File: config.mk
export PLATFORM = sky130hd
export DESIGN_NAME = mem_lp_seq
export DESIGN_NICKNAME = d
export VERILOG_FILES = /design/src/rtl/mlp_pkg.sv /design/src/rtl/mlp_regs.sv /design/src/rtl/mlp_pin_timer.sv /design/src/rtl/mem_lp_seq.sv
export SDC_FILE = /design/constraint.sdc
export NUM_CORES = 1
export LEC_CHECK = 0
export ABC_AREA = 1
export CORE_ASPECT_RATIO = 0.8
export CORE_UTILIZATION = 50
export CTS_CLUSTER_DIAMETER = 30
export DETAILED_ROUTE_END_ITERATION = 10
export GPL_ROUTABILITY_DRIVEN = 0
export GPL_TIMING_DRIVEN = 0
export PLACE_DENSITY = 0.68
export REMOVE_ABC_BUFFERS = 1
export SKIP_CTS_REPAIR_TIMING = 1
export SLEW_MARGIN = 15
export SYNTH_ARGS = -nofsm -noshare
export SYNTH_HDL_FRONTEND = slang
export SYNTH_SLANG_ARGS = --single-unit
File: constraint.sdc
create_clock -name clk -period 8.26 [get_ports clk]
set_clock_uncertainty 0.2 [all_clocks]
set_input_delay 1.239 -clock clk [delete_from_list [all_inputs] [get_ports clk]]
set_output_delay 1.239 -clock clk [all_outputs]
set_load 0.01 [all_outputs]
File: src/rtl/mlp_pkg.sv
package mlp_pkg;
  localparam int NUM_PINS  = 6;
  localparam int LVL_W     = 3;
  localparam int NUM_LVL   = 1 << LVL_W;
  localparam int ADDR_W    = 4;
  localparam int DATA_W    = 32;
  localparam int DLY_W     = 16;
  localparam int A_CTRL    = 0;
  localparam int A_STAT    = 1;
  localparam int A_MASK0   = 2;
  localparam int A_DLY0    = A_MASK0 + NUM_PINS;
  localparam int B_SWMODE  = 0;
  localparam int B_EXCL    = 1;
  localparam int B_LOCK    = 20;
  localparam int B_SWPIN   = 16;
  localparam int B_STPINS  = LVL_W;
endpackage

File: src/rtl/mlp_regs.sv
module mlp_regs
  import mlp_pkg::*;
(
  input  logic                              clk,
  input  logic                              rst_n,
  input  logic                              wr_i,
  input  logic [ADDR_W-1:0]                 addr_i,
  input  logic [DATA_W-1:0]                 wdata_i,
  output logic [DATA_W-1:0]                 rdata_o,
  input  logic [LVL_W-1:0]                  lvl_i,
  input  logic [NUM_PINS-1:0]               pins_i,
  output logic                              swmode_o,
  output logic                              excl_o,
  output logic [NUM_PINS-1:0][NUM_LVL-1:0]  mask_o,
  output logic [NUM_PINS-1:0]               swpin_o,
  output logic [NUM_PINS-1:0][DLY_W-1:0]    dly_hi_o,
  output logic [NUM_PINS-1:0][DLY_W-1:0]    dly_lo_o
);
  logic lock_q;

  always_ff @(posedge clk or negedge rst_n) begin
    if (!rst_n) begin
      swmode_o <= 1'b0;
      excl_o   <= 1'b0;
      lock_q   <= 1'b0;
      mask_o   <= '0;
      swpin_o  <= '0;
      dly_hi_o <= '0;
      dly_lo_o <= '0;
    end else if (wr_i) begin
      if (addr_i == ADDR_W'(A_CTRL)) begin
        swmode_o <= wdata_i[B_SWMODE];
        excl_o   <= wdata_i[B_EXCL];
        lock_q   <= lock_q | wdata_i[B_LOCK];
      end
      for (int i = 0; i < NUM_PINS; i++) begin
        if (addr_i == ADDR_W'(A_MASK0 + i)) begin
          mask_o[i]  <= wdata_i[NUM_LVL-1:0];
          swpin_o[i] <= wdata_i[B_SWPIN];
        end
        if (addr_i == ADDR_W'(A_DLY0 + i) && !lock_q) begin
          dly_hi_o[i] <= wdata_i[DLY_W-1:0];
          dly_lo_o[i] <= wdata_i[2*DLY_W-1:DLY_W];
        end
      end
    end
  end

  always_comb begin
    rdata_o = '0;
    if (addr_i == ADDR_W'(A_CTRL)) begin
      rdata_o[B_SWMODE] = swmode_o;
      rdata_o[B_EXCL]   = excl_o;
      rdata_o[B_LOCK]   = lock_q;
    end
    if (addr_i == ADDR_W'(A_STAT)) begin
      rdata_o[LVL_W-1:0]                 = lvl_i;
      rdata_o[B_STPINS+NUM_PINS-1:B_STPINS] = pins_i;
    end
    for (int i = 0; i < NUM_PINS; i++) begin
      if (addr_i == ADDR_W'(A_MASK0 + i)) begin
        rdata_o[NUM_LVL-1:0] = mask_o[i];
        rdata_o[B_SWPIN]     = swpin_o[i];
      end
      if (addr_i == ADDR_W'(A_DLY0 + i)) begin
        rdata_o = {dly_lo_o[i], dly_hi_o[i]};
      end
    end
  end

  assert_lock_sticky_R8: assert property (@(posedge clk) disable iff (!rst_n)
    lock_q |=> lock_q);
  assert_delay_frozen_R8: assert property (@(posedge clk) disable iff (!rst_n)
    lock_q |=> ($stable(dly_hi_o) && $stable(dly_lo_o)));
endmodule

File: src/rtl/mlp_pin_timer.sv
module mlp_pin_timer #(
  parameter int DLY_W = 16
) (
  input  logic             clk,
  input  logic             rst_n,
  input  logic             tgt_i,
  input  logic [DLY_W-1:0] dly_hi_i,
  input  logic [DLY_W-1:0] dly_lo_i,
  output logic             pin_o
);
  logic [DLY_W-1:0] cnt_q;
  logic [DLY_W-1:0] need;

  assign need = tgt_i ? dly_hi_i : dly_lo_i;

  always_ff @(posedge clk or negedge rst_n) begin
    if (!rst_n) begin
      pin_o <= 1'b0;
      cnt_q <= '0;
    end else if (tgt_i == pin_o) begin
      cnt_q <= '0;
    end else if (cnt_q >= need) begin
      pin_o <= tgt_i;
      cnt_q <= '0;
    end else begin
      cnt_q <= cnt_q + 1'b1;
    end
  end

  assert_hold_counting_R7: assert property (@(posedge clk) disable iff (!rst_n)
    (tgt_i != pin_o && cnt_q < need) |=> $stable(pin_o));
  assert_zero_delay_R6: assert property (@(posedge clk) disable iff (!rst_n)
    (tgt_i != pin_o && need == '0) |=> (pin_o == $past(tgt_i)));
  assert_idle_when_met_R2: assert property (@(posedge clk) disable iff (!rst_n)
    (tgt_i == pin_o) |=> $stable(pin_o));
endmodule

File: src/rtl/mem_lp_seq.sv
module mem_lp_seq
  import mlp_pkg::*;
(
  input  logic                  clk,
  input  logic                  rst_n,
  input  logic [LVL_W-1:0]      pwr_lvl_i,
  input  logic                  mem_pwr_ok_i,
  input  logic                  reg_wr_i,
  input  logic [ADDR_W-1:0]     reg_addr_i,
  input  logic [DATA_W-1:0]     reg_wdata_i,
  output logic [DATA_W-1:0]     reg_rdata_o,
  output logic [NUM_PINS-1:0]   lp_pins_o,
  output logic                  slice_mem_ok_o
);
  logic                             swmode, excl;
  logic [NUM_PINS-1:0][NUM_LVL-1:0] mask;
  logic [NUM_PINS-1:0]              swpin, tgt;
  logic [NUM_PINS-1:0][DLY_W-1:0]   dly_hi, dly_lo;

  mlp_regs u_regs (
    .clk(clk), .rst_n(rst_n), .wr_i(reg_wr_i), .addr_i(reg_addr_i),
    .wdata_i(reg_wdata_i), .rdata_o(reg_rdata_o), .lvl_i(pwr_lvl_i),
    .pins_i(lp_pins_o), .swmode_o(swmode), .excl_o(excl), .mask_o(mask),
    .swpin_o(swpin), .dly_hi_o(dly_hi), .dly_lo_o(dly_lo)
  );

  for (genvar g = 0; g < NUM_PINS; g++) begin : g_pin
    assign tgt[g] = swmode ? swpin[g] : mask[g][pwr_lvl_i];
    mlp_pin_timer #(.DLY_W(DLY_W)) u_tmr (
      .clk(clk), .rst_n(rst_n), .tgt_i(tgt[g]),
      .dly_hi_i(dly_hi[g]), .dly_lo_i(dly_lo[g]), .pin_o(lp_pins_o[g])
    );
  end

  assign slice_mem_ok_o = excl | mem_pwr_ok_i;
endmodule

### Word-level counts from Yosys, hierarchy flattened

Index checks and enable logic that the tools add are counted.

* bits in registers: 351
* input bits: 43
* output and inout bits: 39
* word-level logic and storage cells: 163

* add/sub/neg operators: 6
* magnitude comparators: 7
* eq/ne operators: 19
* multiplexer cells: 57
* bitwise logic cells: 8
* reduce and logical (&&, ||, !) cells: 27

Operator list (count)
* $mux W16: 18
* $mux W32: 6
* $add A16 B1 Y16 const B: 6
* $ge A16 B16 Y1: 6
* $mux W8: 6
* $reduce_and A2 Y1: 19
* $eq A4 B4 Y1 const B: 6
* $mux W1: 19
* $bmux W1 S3: 6
* $eq A4 B3 Y1 const B: 4
* $mux W9: 1
* $eq A4 B2 Y1 const B: 2
* $eq A1 B1 Y1: 6
* $logic_and A1 B1 Y1: 6
* $not A1 Y1: 6
* $eq A4 B1 Y1 const B: 1
* $logic_not A4 Y1: 1
* $lt A3 B4 Y1 const B: 1
* $mux W2: 1
* $or A1 B1 Y1: 2
* $logic_not A1 Y1: 1

### Logic depth before layout (Yosys ltp)

Gate-level depths: netlist of run 1.

* depth in word-level cells: 15
* mapped depth: 21
* gate-level depth less buffers: 19

### By module

A second synthesis of run 1 with hierarchy kept.

* cell total of the unflattened synthesis: 2492
* area, all modules: 20358.3 µm²

By module, submodules not included
* mlp_regs: times used 1, cells an instance 1266, area each 10745.3 µm², sequential area each 6231.0 µm²
* mlp_pin_timer at g_pin[1].u_tmr ...: times used 4, cells an instance 179, area each 1486.4 µm², sequential area each 425.4 µm²
* mlp_pin_timer at g_pin[0].u_tmr ...: times used 2, cells an instance 177, area each 1482.7 µm², sequential area each 425.4 µm²
* mem_lp_seq: times used 1, cells an instance 156, area each 701.9 µm², sequential area each 0.0 µm²

### Worst setup path after synthesis of run 1

No wires, ideal clock.

* path kind: input to register
* start point: in pwr_lvl_i[0]
* end point: reg g_pin[0].u_tmr.cnt_q[10]
* setup time: 71 ps
* data arrival time: 3684 ps
* data required time: 7989 ps
* setup slack: 4305 ps
* stages: 19
* path buffers: 4
* cells stage by stage: buf_6 buf_6 a21oi_1 o21ai_0 nand3_1 nand3_1 nand2_2 clkbuf_1 o21ai_0 ha_1 a21oi_1 o21ai_0 nand2_1 o211ai_1 nand2_1 nand3_1 clkbuf_1 or2_2 nor2_1

* cells in the longest elaborated chain, start to end: 7
* elaborated cells between the ends (all ways): 8
* those cells by class: order compare: 1; eq/ne: 1; mux: 6

RTL lines
* start: declaration: RTL line mem_lp_seq.sv:6 `input logic [LVL_W-1:0] pwr_lvl_i,`
* $bmux W1 S3 (*): RTL line mem_lp_seq.sv:28 `assign tgt[g] = swmode ? swpin[g] : mask[g][pwr_lvl_i];`
* $mux W1 (implied by the code) (*): RTL line mem_lp_seq.sv:28
* $mux W1 (*): RTL line mem_lp_seq.sv:28
* $mux W16: RTL line mlp_pin_timer.sv:14 `assign need = tgt_i ? dly_hi_i : dly_lo_i;`
* $ge A16 B16 Y1: RTL line mlp_pin_timer.sv:22 `end else if (cnt_q >= need) begin`
* $mux W16: RTL line mlp_pin_timer.sv:22
* $mux W16 (*): RTL line mlp_pin_timer.sv:20 `end else if (tgt_i == pin_o) begin`
* end signal: assignment: RTL line mlp_pin_timer.sv:26 `cnt_q <= cnt_q + 1'b1;`
* end: declaration: RTL line mlp_pin_timer.sv:11 `logic [DLY_W-1:0] cnt_q;`

Mark *: on every way between the ends. The rest lies on a longest branch, timed or not. The select of a mux whose other input is x is not followed.
A chain may end at the register's enable or synchronous reset.

### Final worst setup path of run 1

* start point: in reg_addr_i[0]
* end point: out reg_rdata_o[23]

* cells in the longest elaborated chain, start to end: 7
* elaborated cells between the ends (all ways): 12
* those cells by class: eq/ne: 6; mux: 6

RTL lines
* start: declaration: RTL line mem_lp_seq.sv:9 `input logic [ADDR_W-1:0] reg_addr_i,`
* $eq A4 B4 Y1: RTL line mlp_regs.sv:65 `if (addr_i == ADDR_W'(A_DLY0 + i)) begin`
* $mux W32 (5 in series): RTL line mlp_regs.sv:65
* $mux W32 (*): RTL line mlp_regs.sv:65
* end: declaration: RTL line mem_lp_seq.sv:11 `output logic [DATA_W-1:0] reg_rdata_o,`

Mark *: on every way between the ends. The rest lies on a longest branch, timed or not.

==> flow_results.xml, run 1 <==
<?xml version="1.0" encoding="UTF-8"?>
<metrics>
  <group name="pwr">
    <metric name="post-layout-total-power" unit="uW">7080</metric>
    <metric name="cell_area_power_density" unit="nW/um^2">295</metric>
    <metric name="power_leakage" unit="uW">0.0109</metric>
    <metric name="ir_worst_vdd" unit="mV">0.194</metric>
  </group>
  <group name="synth">
    <metric name="syn_avg_cell_area" unit="sq um">8.17</metric>
    <metric name="synth_edf_count" unit="">0</metric>
    <metric name="yosys.cell_count.top_type" unit="">nand2_1</metric>
    <metric name="ys_seq_area_frac" unit="">0.442</metric>
    <metric name="netlist_top_cells_count" unit="">nand2_1 (598), dfrtp_1 (351), o21ai_0 (337), inv_1 (241), nor2_1 (120)</metric>
    <metric name="synth-async-reset-ratio" unit="">1.00</metric>
    <metric name="post_synth_num_cell_types" unit="">42</metric>
    <metric name="yosysWarningCount" unit="">0</metric>
    <metric name="synth_top_cells_by_area" unit="">dfrtp_1 (44%), nand2_1 (11%), o21ai_0 (8.5%)</metric>
    <metric name="area_fraction_of_the_dominant_cell_type_after_synthesis" unit="">0.442</metric>
    <metric name="yosys_most_used_dff" unit="">dfrtp_1</metric>
    <metric name="synthCells" unit="">2430</metric>
    <metric name="ys_ff_latch" unit="">351</metric>
    <metric name="synth_top_cell_by_area" unit="">dfrtp_1</metric>
    <metric name="netlist_area" unit="sq um">19900</metric>
  </group>
  <group name="sta">
    <metric name="timing.final.ws_setup" unit="ns">1.88</metric>
    <metric name="worst-slew-pin-transition" unit="ns">1.13</metric>
    <metric name="tcrit_tclk_final" unit="">0.773</metric>
    <metric name="setup_viol" unit="">0</metric>
    <metric name="slew_headroom" unit="">0.246</metric>
    <metric name="grt_setup_unrepaired" unit="">no</metric>
    <metric name="max_freq" unit="MHz">157</metric>
    <metric name="final_period_minus_worst_setup_slack" unit="ns">6.38</metric>
    <metric name="report.final.slew_viol_count" unit="">0</metric>
    <metric name="finalHoldViolations" unit="">0</metric>
  </group>
  <group name="floorplanning">
    <metric name="ioPinCount" unit="">82</metric>
    <metric name="rows" unit="">64</metric>
    <metric name="core" unit="sq um">38700</metric>
    <metric name="chipWidth" unit="um">225</metric>
    <metric name="die_area" unit="sq um">40500</metric>
    <metric name="floorplan.initialDensity" unit="">0.513</metric>
    <metric name="die_h" unit="um">180</metric>
  </group>
  <group name="clocking">
    <metric name="sink_count" unit="">351</metric>
    <metric name="cts_made_buffers" unit="">81</metric>
    <metric name="cts.reportedPaths.clkPinSlew" unit="ns">0.04</metric>
    <metric name="cts_buffer_depth" unit="">3</metric>
    <metric name="worst_skew_pair.late_latency" unit="ns">0.61</metric>
    <metric name="cts_htree_levels" unit="">3</metric>
    <metric name="root_buffer" unit="">clkbuf_16</metric>
    <metric name="tritoncts" unit="">yes</metric>
  </group>
  <group name="grt">
    <metric name="grt_pass1_wl" unit="mm">95.5</metric>
    <metric name="initial_antenna_violation_count" unit="">1</metric>
    <metric name="vias_in_the_first_global_route" unit="">17193</metric>
    <metric name="grt_start_max_net_pins" unit="">101</metric>
    <metric name="groute.usage.overall" unit="">0.304</metric>
    <metric name="grt-ovfl-total" unit="">0</metric>
  </group>
  <group name="critical_path">
    <metric name="timing.critical_path.required" unit="ns">6.82</metric>
    <metric name="crit_fanout" unit="">25</metric>
    <metric name="crit_chain" unit="">clkdlybuf4s50_1, nand2_1, nor2_4, clkinv_1, o211ai_1, clkdlybuf4s50_1</metric>
    <metric name="worstSetupPathType" unit="">in -&gt; out</metric>
    <metric name="arrival" unit="ns">4.95</metric>
    <metric name="cp_common_cell" unit="">clkdlybuf4s50_1</metric>
    <metric name="start_kind" unit="">primary input</metric>
    <metric name="worst_path_dominant_cell_family" unit="">buffers and inverters</metric>
    <metric name="timing.critical_path.buf_inv" unit="">3</metric>
    <metric name="critical-path-slowest-cell" unit="">o211ai_1</metric>
    <metric name="critical_path.endpoint_type" unit="">primary output</metric>
    <metric name="cpPeakStageDelay" unit="ns">0.79</metric>
  </group>
  <group name="layout">
    <metric name="num-fill-cells" unit="">3314</metric>
    <metric name="finalCoreUtilization" unit="">0.620</metric>
    <metric name="count_of_inserted_antenna_diode_cells" unit="">0</metric>
    <metric name="seqCellArea" unit="sq um">8780</metric>
    <metric name="area_of_the_multi_input_gates" unit="sq um">9680</metric>
    <metric name="final_layout_size_suffix_gt1_frac" unit="">0.0914</metric>
    <metric name="final_nets" unit="">2642</metric>
    <metric name="area_growth" unit="%">20.9</metric>
  </group>
  <group name="detailed_routing">
    <metric name="route.vias.total" unit="">17763</metric>
    <metric name="remaining_drc_errors" unit="">0</metric>
    <metric name="drtIter0Drc" unit="">1922</metric>
    <metric name="routed_wirelength" unit="mm">60.3</metric>
    <metric name="detailed_router_iteration_count_before_antenna_repair" unit="">6</metric>
    <metric name="final_antenna_net_count" unit="">0</metric>
    <metric name="drt-vias-per-instance" unit="">5.75</metric>
    <metric name="avgRoutedWirePerCell" unit="um">19.5</metric>
  </group>
  <group name="placed_design">
    <metric name="io_buffer_count" unit="">81</metric>
    <metric name="hpwlAfterDp" unit="mm">41.8</metric>
    <metric name="worst_setup_slack_after_placement" unit="ns">2.05</metric>
  </group>
  <group name="outcome">
    <metric name="outcome" unit="">complete, no violations</metric>
  </group>
  <group name="worst_hold_path">
    <metric name="min-delay-path-class" unit="">reg -&gt; reg</metric>
  </group>
  <group name="run">
    <metric name="maxCapViolations" unit="">0</metric>
  </group>
</metrics>
[where the power goes]
part | internal, uW | switching, uW
sequential | 2020 | 265
combinational | 494 | 913
clock | 2330 | 1060
[per-layer routing]
metal  vias up  wire length, um  part of all wire  track usage
li1       8273                -                 -            -
met1      8679            26800              0.45        0.439
met2       696            27100              0.45        0.463
met3       115             4920             0.082       0.0592
met4         0             1420             0.024       0.0827
met5         -                0                 0            0
[flip-flops by register name, indices dropped and copies added, names as in the netlist]
signal             cells
u_regs.dly_hi_o       96
u_regs.excl_o          1
u_regs.mask_o         48
g_pin.u_tmr.pin_o      6
u_regs.swmode_o        1
u_regs.lock_q          1
u_regs.dly_lo_o       96
u_regs.swpin_o         6
g_pin.u_tmr.cnt_q     96
[path summary, 6_finish.rpt]
path | start | to | slack, ns | depth (start not counted)
setup / recovery | reg_addr_i[0] | reg_rdata_o[23] | 1.88 | 6
hold / removal | u_regs.dly_hi_o[3]$_DFFE_PN0P_ | u_regs.dly_hi_o[3]$_DFFE_PN0P_ | 0.28 | 2
setup reg to reg | u_regs.swmode_o$_DFFE_PN0P_ | g_pin[4].u_tmr.cnt_q[10]$_DFF_PN0_ | 4.04 | 11
hold reg to reg | u_regs.dly_hi_o[3]$_DFFE_PN0P_ | u_regs.dly_hi_o[3]$_DFFE_PN0P_ | 0.28 | 2
max in group asynchronous | rst_n | u_regs.mask_o[40]$_DFFE_PN0P_ | 5.59 | 4
min in group asynchronous | rst_n | g_pin[0].u_tmr.cnt_q[11]$_DFF_PN0_ | 0.44 | 1
[worst reg2reg max path, delay by kind of cell, from the launching register on]
kind | cells | cell delay, ns
AOI/OAI and AO/OA | 2 | 1.07
adders and majority gates | 1 | 0.34
buffers and inverters | 3 | 0.30
DFF | 1 | 0.60
muxes | 1 | 0.55
and+or+nand+nor | 4 | 1.05
[logic make-up after synthesis]
family,after synthesis,share of synthesized area
DFF,351,0.442
AOI/OAI and AO/OA,507,0.139
adders and majority gates,102,0.0643
muxes,38,0.0193
xor gates and xnor gates,82,0.0409
buffers and inverters,353,0.0720
and+or+nand+nor,997,0.222
[cell type report]
type / instances / area share
Sequential cell: 351 / 0.366
Clock buffer: 96 / 0.0927
Timing Repair Buffer: 91 / 0.0437
Tap cell: 528 / 0.0275
Clock inverter: 51 / 0.0283
Multi-Input combinational cell: 1726 / 0.403
Inverter: 246 / 0.0385
[placed cells by master, fill, tap and decap left out, types with 17 or more instances in the layout]
master / synthesis / routed
xor2_1: 60 / 60
xnor2_1: 17 / 17
nand3_1: 82 / 82
o211ai_1: 28 / 28
nor3_2: 31 / 31
nor4_1: 21 / 21
dfrtp_1: 351 / 351
nor2_1: 120 / 118
clkbuf_16: 0 / 82
nand2_1: 598 / 592
mux2i_1: 36 / 36
a21oi_1: 87 / 87
clkdlybuf4s50_1: 0 / 79
nand4_1: 49 / 49
o21ai_0: 337 / 337
ha_1: 102 / 102
nor3_1: 53 / 53
inv_1: 241 / 241
[stage by stage]
stage	TNS (ns)	area, sq um	std cells	hold slack [ns]
5_1_grt	0	24000	3089	0.295
4_1_cts	0	24000	3089	0.283
6_report	0	24000	3089	0.281
3_3_place_gp	-3433.35	20800	2932	0.260
3_5_place_dp	0	21100	2942	0.273
2_1_floorplan	0	19300	2323	0.243
No activity file was read; power rests on OpenSTA's default activity.
==> run 2, diff against run 1 <==
- PLACE_DENSITY: 0.68 -> 0.7
- clock period: 8.26 -> 5.56 ns (I/O delays scaled with it)
==> run 2 against run 1 <==
Hold slack got worse by 0.012 ns; highest routed layer is now met5; clock power increased by 38%; final area decreased by 0.77%; wire length decreased by 0.69%; critical path type unchanged; critical path depth increased by 2.
==> flow_results.xml, run 2 (synthesis gave the netlist of run 1 again) <==
<?xml version="1.0" encoding="UTF-8"?>
<metrics>
  <group name="placed_design">
    <metric name="hpwlAfterDp" unit="mm">41.6</metric>
    <metric name="io_buffer_count" unit="">81</metric>
    <metric name="placed_cells_incl_taps" unit="">2944</metric>
  </group>
  <group name="clocking">
    <metric name="cts.reportedPaths.clkPinSlew" unit="ns">0.04</metric>
    <metric name="cts_made_buffers" unit="">75</metric>
    <metric name="sink_count" unit="">351</metric>
    <metric name="worst_skew_pair.late_latency" unit="ns">0.61</metric>
    <metric name="cts_buffer_depth" unit="">3</metric>
    <metric name="tritoncts" unit="">yes</metric>
    <metric name="root_buffer" unit="">clkbuf_16</metric>
    <metric name="cts_htree_levels" unit="">3</metric>
  </group>
  <group name="sta">
    <metric name="tcrit_tclk_final" unit="">0.965</metric>
    <metric name="finalHoldViolations" unit="">0</metric>
    <metric name="slew_headroom" unit="">0.244</metric>
    <metric name="report.final.slew_viol_count" unit="">0</metric>
    <metric name="worst-slew-pin-transition" unit="ns">1.13</metric>
    <metric name="setup_viol" unit="">0</metric>
    <metric name="final_period_minus_worst_setup_slack" unit="ns">5.37</metric>
    <metric name="max_freq" unit="MHz">186</metric>
    <metric name="grt_setup_unrepaired" unit="">no</metric>
  </group>
  <group name="floorplanning">
    <metric name="rows" unit="">64</metric>
    <metric name="die_area" unit="sq um">40500</metric>
    <metric name="floorplan.initialDensity" unit="">0.513</metric>
    <metric name="die_h" unit="um">180</metric>
    <metric name="chipWidth" unit="um">225</metric>
    <metric name="ioPinCount" unit="">82</metric>
    <metric name="core" unit="sq um">38700</metric>
  </group>
  <group name="detailed_routing">
    <metric name="avgRoutedWirePerCell" unit="um">19.4</metric>
    <metric name="final_antenna_net_count" unit="">0</metric>
    <metric name="route.vias.total" unit="">17778</metric>
    <metric name="remaining_drc_errors" unit="">0</metric>
    <metric name="drt-vias-per-instance" unit="">5.77</metric>
    <metric name="detailed_router_iteration_count_before_antenna_repair" unit="">5</metric>
    <metric name="drtIter0Drc" unit="">1962</metric>
    <metric name="routed_wirelength" unit="mm">59.9</metric>
  </group>
  <group name="worst_hold_path">
    <metric name="worstHoldStart" unit="">g_pin[4].u_tmr.cnt_q[0]$_DFF_PN0_</metric>
    <metric name="min-delay-path-class" unit="">reg -&gt; reg</metric>
  </group>
  <group name="critical_path">
    <metric name="crit_chain" unit="">clkdlybuf4s50_1, inv_1, nor2_1, nand2_1, inv_2, a221oi_1, o2111ai_1, clkdlybuf4s50_1</metric>
    <metric name="worstSetupPathType" unit="">in -&gt; out</metric>
    <metric name="timing.critical_path.required" unit="ns">4.53</metric>
    <metric name="setup.worst_path.start" unit="">reg_addr_i[1]</metric>
    <metric name="arrival" unit="ns">4.33</metric>
    <metric name="cpPeakStageDelay" unit="ns">0.96</metric>
    <metric name="crit_fanout" unit="">25</metric>
    <metric name="worst_r2r_src" unit="">u_regs.swmode_o$_DFFE_PN0P_</metric>
    <metric name="cp_common_cell" unit="">clkdlybuf4s50_1</metric>
    <metric name="regToRegSetupSlack" unit="ns">1.29</metric>
    <metric name="start_kind" unit="">primary input</metric>
    <metric name="critical-path-slowest-cell" unit="">a221oi_1</metric>
    <metric name="critical_path.endpoint_type" unit="">primary output</metric>
  </group>
  <group name="grt">
    <metric name="groute.usage.overall" unit="">0.299</metric>
    <metric name="vias_in_the_first_global_route" unit="">17141</metric>
    <metric name="grt-ovfl-total" unit="">0</metric>
    <metric name="grt_start_max_net_pins" unit="">103</metric>
    <metric name="initial_antenna_violation_count" unit="">1</metric>
    <metric name="grt_pass1_wl" unit="mm">93.9</metric>
  </group>
  <group name="layout">
    <metric name="biggestRegsByFlops" unit="">g_pin.u_tmr.cnt_q: 96 flops, u_regs.dly_hi_o: 96 flops, u_regs.dly_lo_o: 96 flops</metric>
    <metric name="layout.cells.most_common" unit="">nand2_1</metric>
    <metric name="final_nets" unit="">2639</metric>
    <metric name="area_growth" unit="%">19.9</metric>
    <metric name="count_of_inserted_antenna_diode_cells" unit="">0</metric>
    <metric name="post_layout_nonfiller_instances" unit="">3080</metric>
    <metric name="layout_common_cells" unit="">nand2_1 (591), dfrtp_1 (351), o21ai_0 (336)</metric>
    <metric name="final_layout_size_suffix_gt1_frac" unit="">0.0866</metric>
    <metric name="finalCoreUtilization" unit="">0.616</metric>
  </group>
  <group name="outcome">
    <metric name="outcome" unit="">complete, no violations</metric>
  </group>
  <group name="pwr">
    <metric name="power_leakage" unit="uW">0.0108</metric>
    <metric name="ir_worst_vdd" unit="mV">0.252</metric>
    <metric name="post-layout-total-power" unit="uW">10200</metric>
    <metric name="cell_area_power_density" unit="nW/um^2">427</metric>
  </group>
  <group name="run">
    <metric name="maxCapViolations" unit="">0</metric>
  </group>
</metrics>
[run 2: final cells by class]
| cell class | count | area [sq um] |
|---|---|---|
| clock buffers | 87 | 1970 |
| clock inverters | 48 | 671 |
| fillers | 3265 | 14900 |
| inverters | 246 | 923 |
| multi-input cells | 1726 | 9680 |
| flip-flops and latches | 351 | 8780 |
| well taps | 528 | 661 |
| repair buffers | 94 | 1120 |
[run 2: through the flow]
stage          setup TNS (ns)  setup slack [ns]  instance area, sq um  hold slack, ns
6_report                    0             0.192                 23800           0.268
2_1_floorplan               0              1.85                 19300           0.243
3_5_place_dp            -6.59            -0.320                 21100           0.267
3_3_place_gp         -4342.12            -12.03                 20800           0.261
4_1_cts                     0           0.00251                 23800         -0.0554
5_1_grt                     0             0.231                 23800           0.301
[run 2: final timing paths]
check / to / depth (start not counted)
max: reg_rdata_o[18] / 8
min: g_pin[4].u_tmr.cnt_q[0]$_DFF_PN0_ / 1
max reg2reg: g_pin[4].u_tmr.cnt_q[12]$_DFF_PN0_ / 11
min reg2reg: g_pin[4].u_tmr.cnt_q[0]$_DFF_PN0_ / 1
max in group asynchronous: g_pin[5].u_tmr.cnt_q[13]$_DFF_PN0_ / 4
min in group asynchronous: g_pin[0].u_tmr.cnt_q[12]$_DFF_PN0_ / 2
[run 2: metal layers]
| metal | track usage | up-vias | routed length (um) |
|---|---|---|---|
| li1 | - | 8261 | - |
| met1 | 0.418 | 8578 | 26300 |
| met2 | 0.454 | 787 | 26700 |
| met3 | 0.0603 | 150 | 4810 |
| met4 | 0.117 | 2 | 2060 |
| met5 | 0 | - | 13 |
[run 2: power breakdown]
group | internal (uW) | switching [uW] | leakage (uW)
clock | 3090 | 1560 | 0.00125
combinational | 739 | 1370 | 0.00494
sequential | 3000 | 397 | 0.00456
[run 2: critical path: cells and delay by family]
| family | cells | cell delay (ns) |
|---|---|---|
| buffers and inverters | 4 | 1.63 |
| AOI/OAI and AO/OA | 2 | 1.25 |
| and+or+nand+nor | 2 | 0.60 |
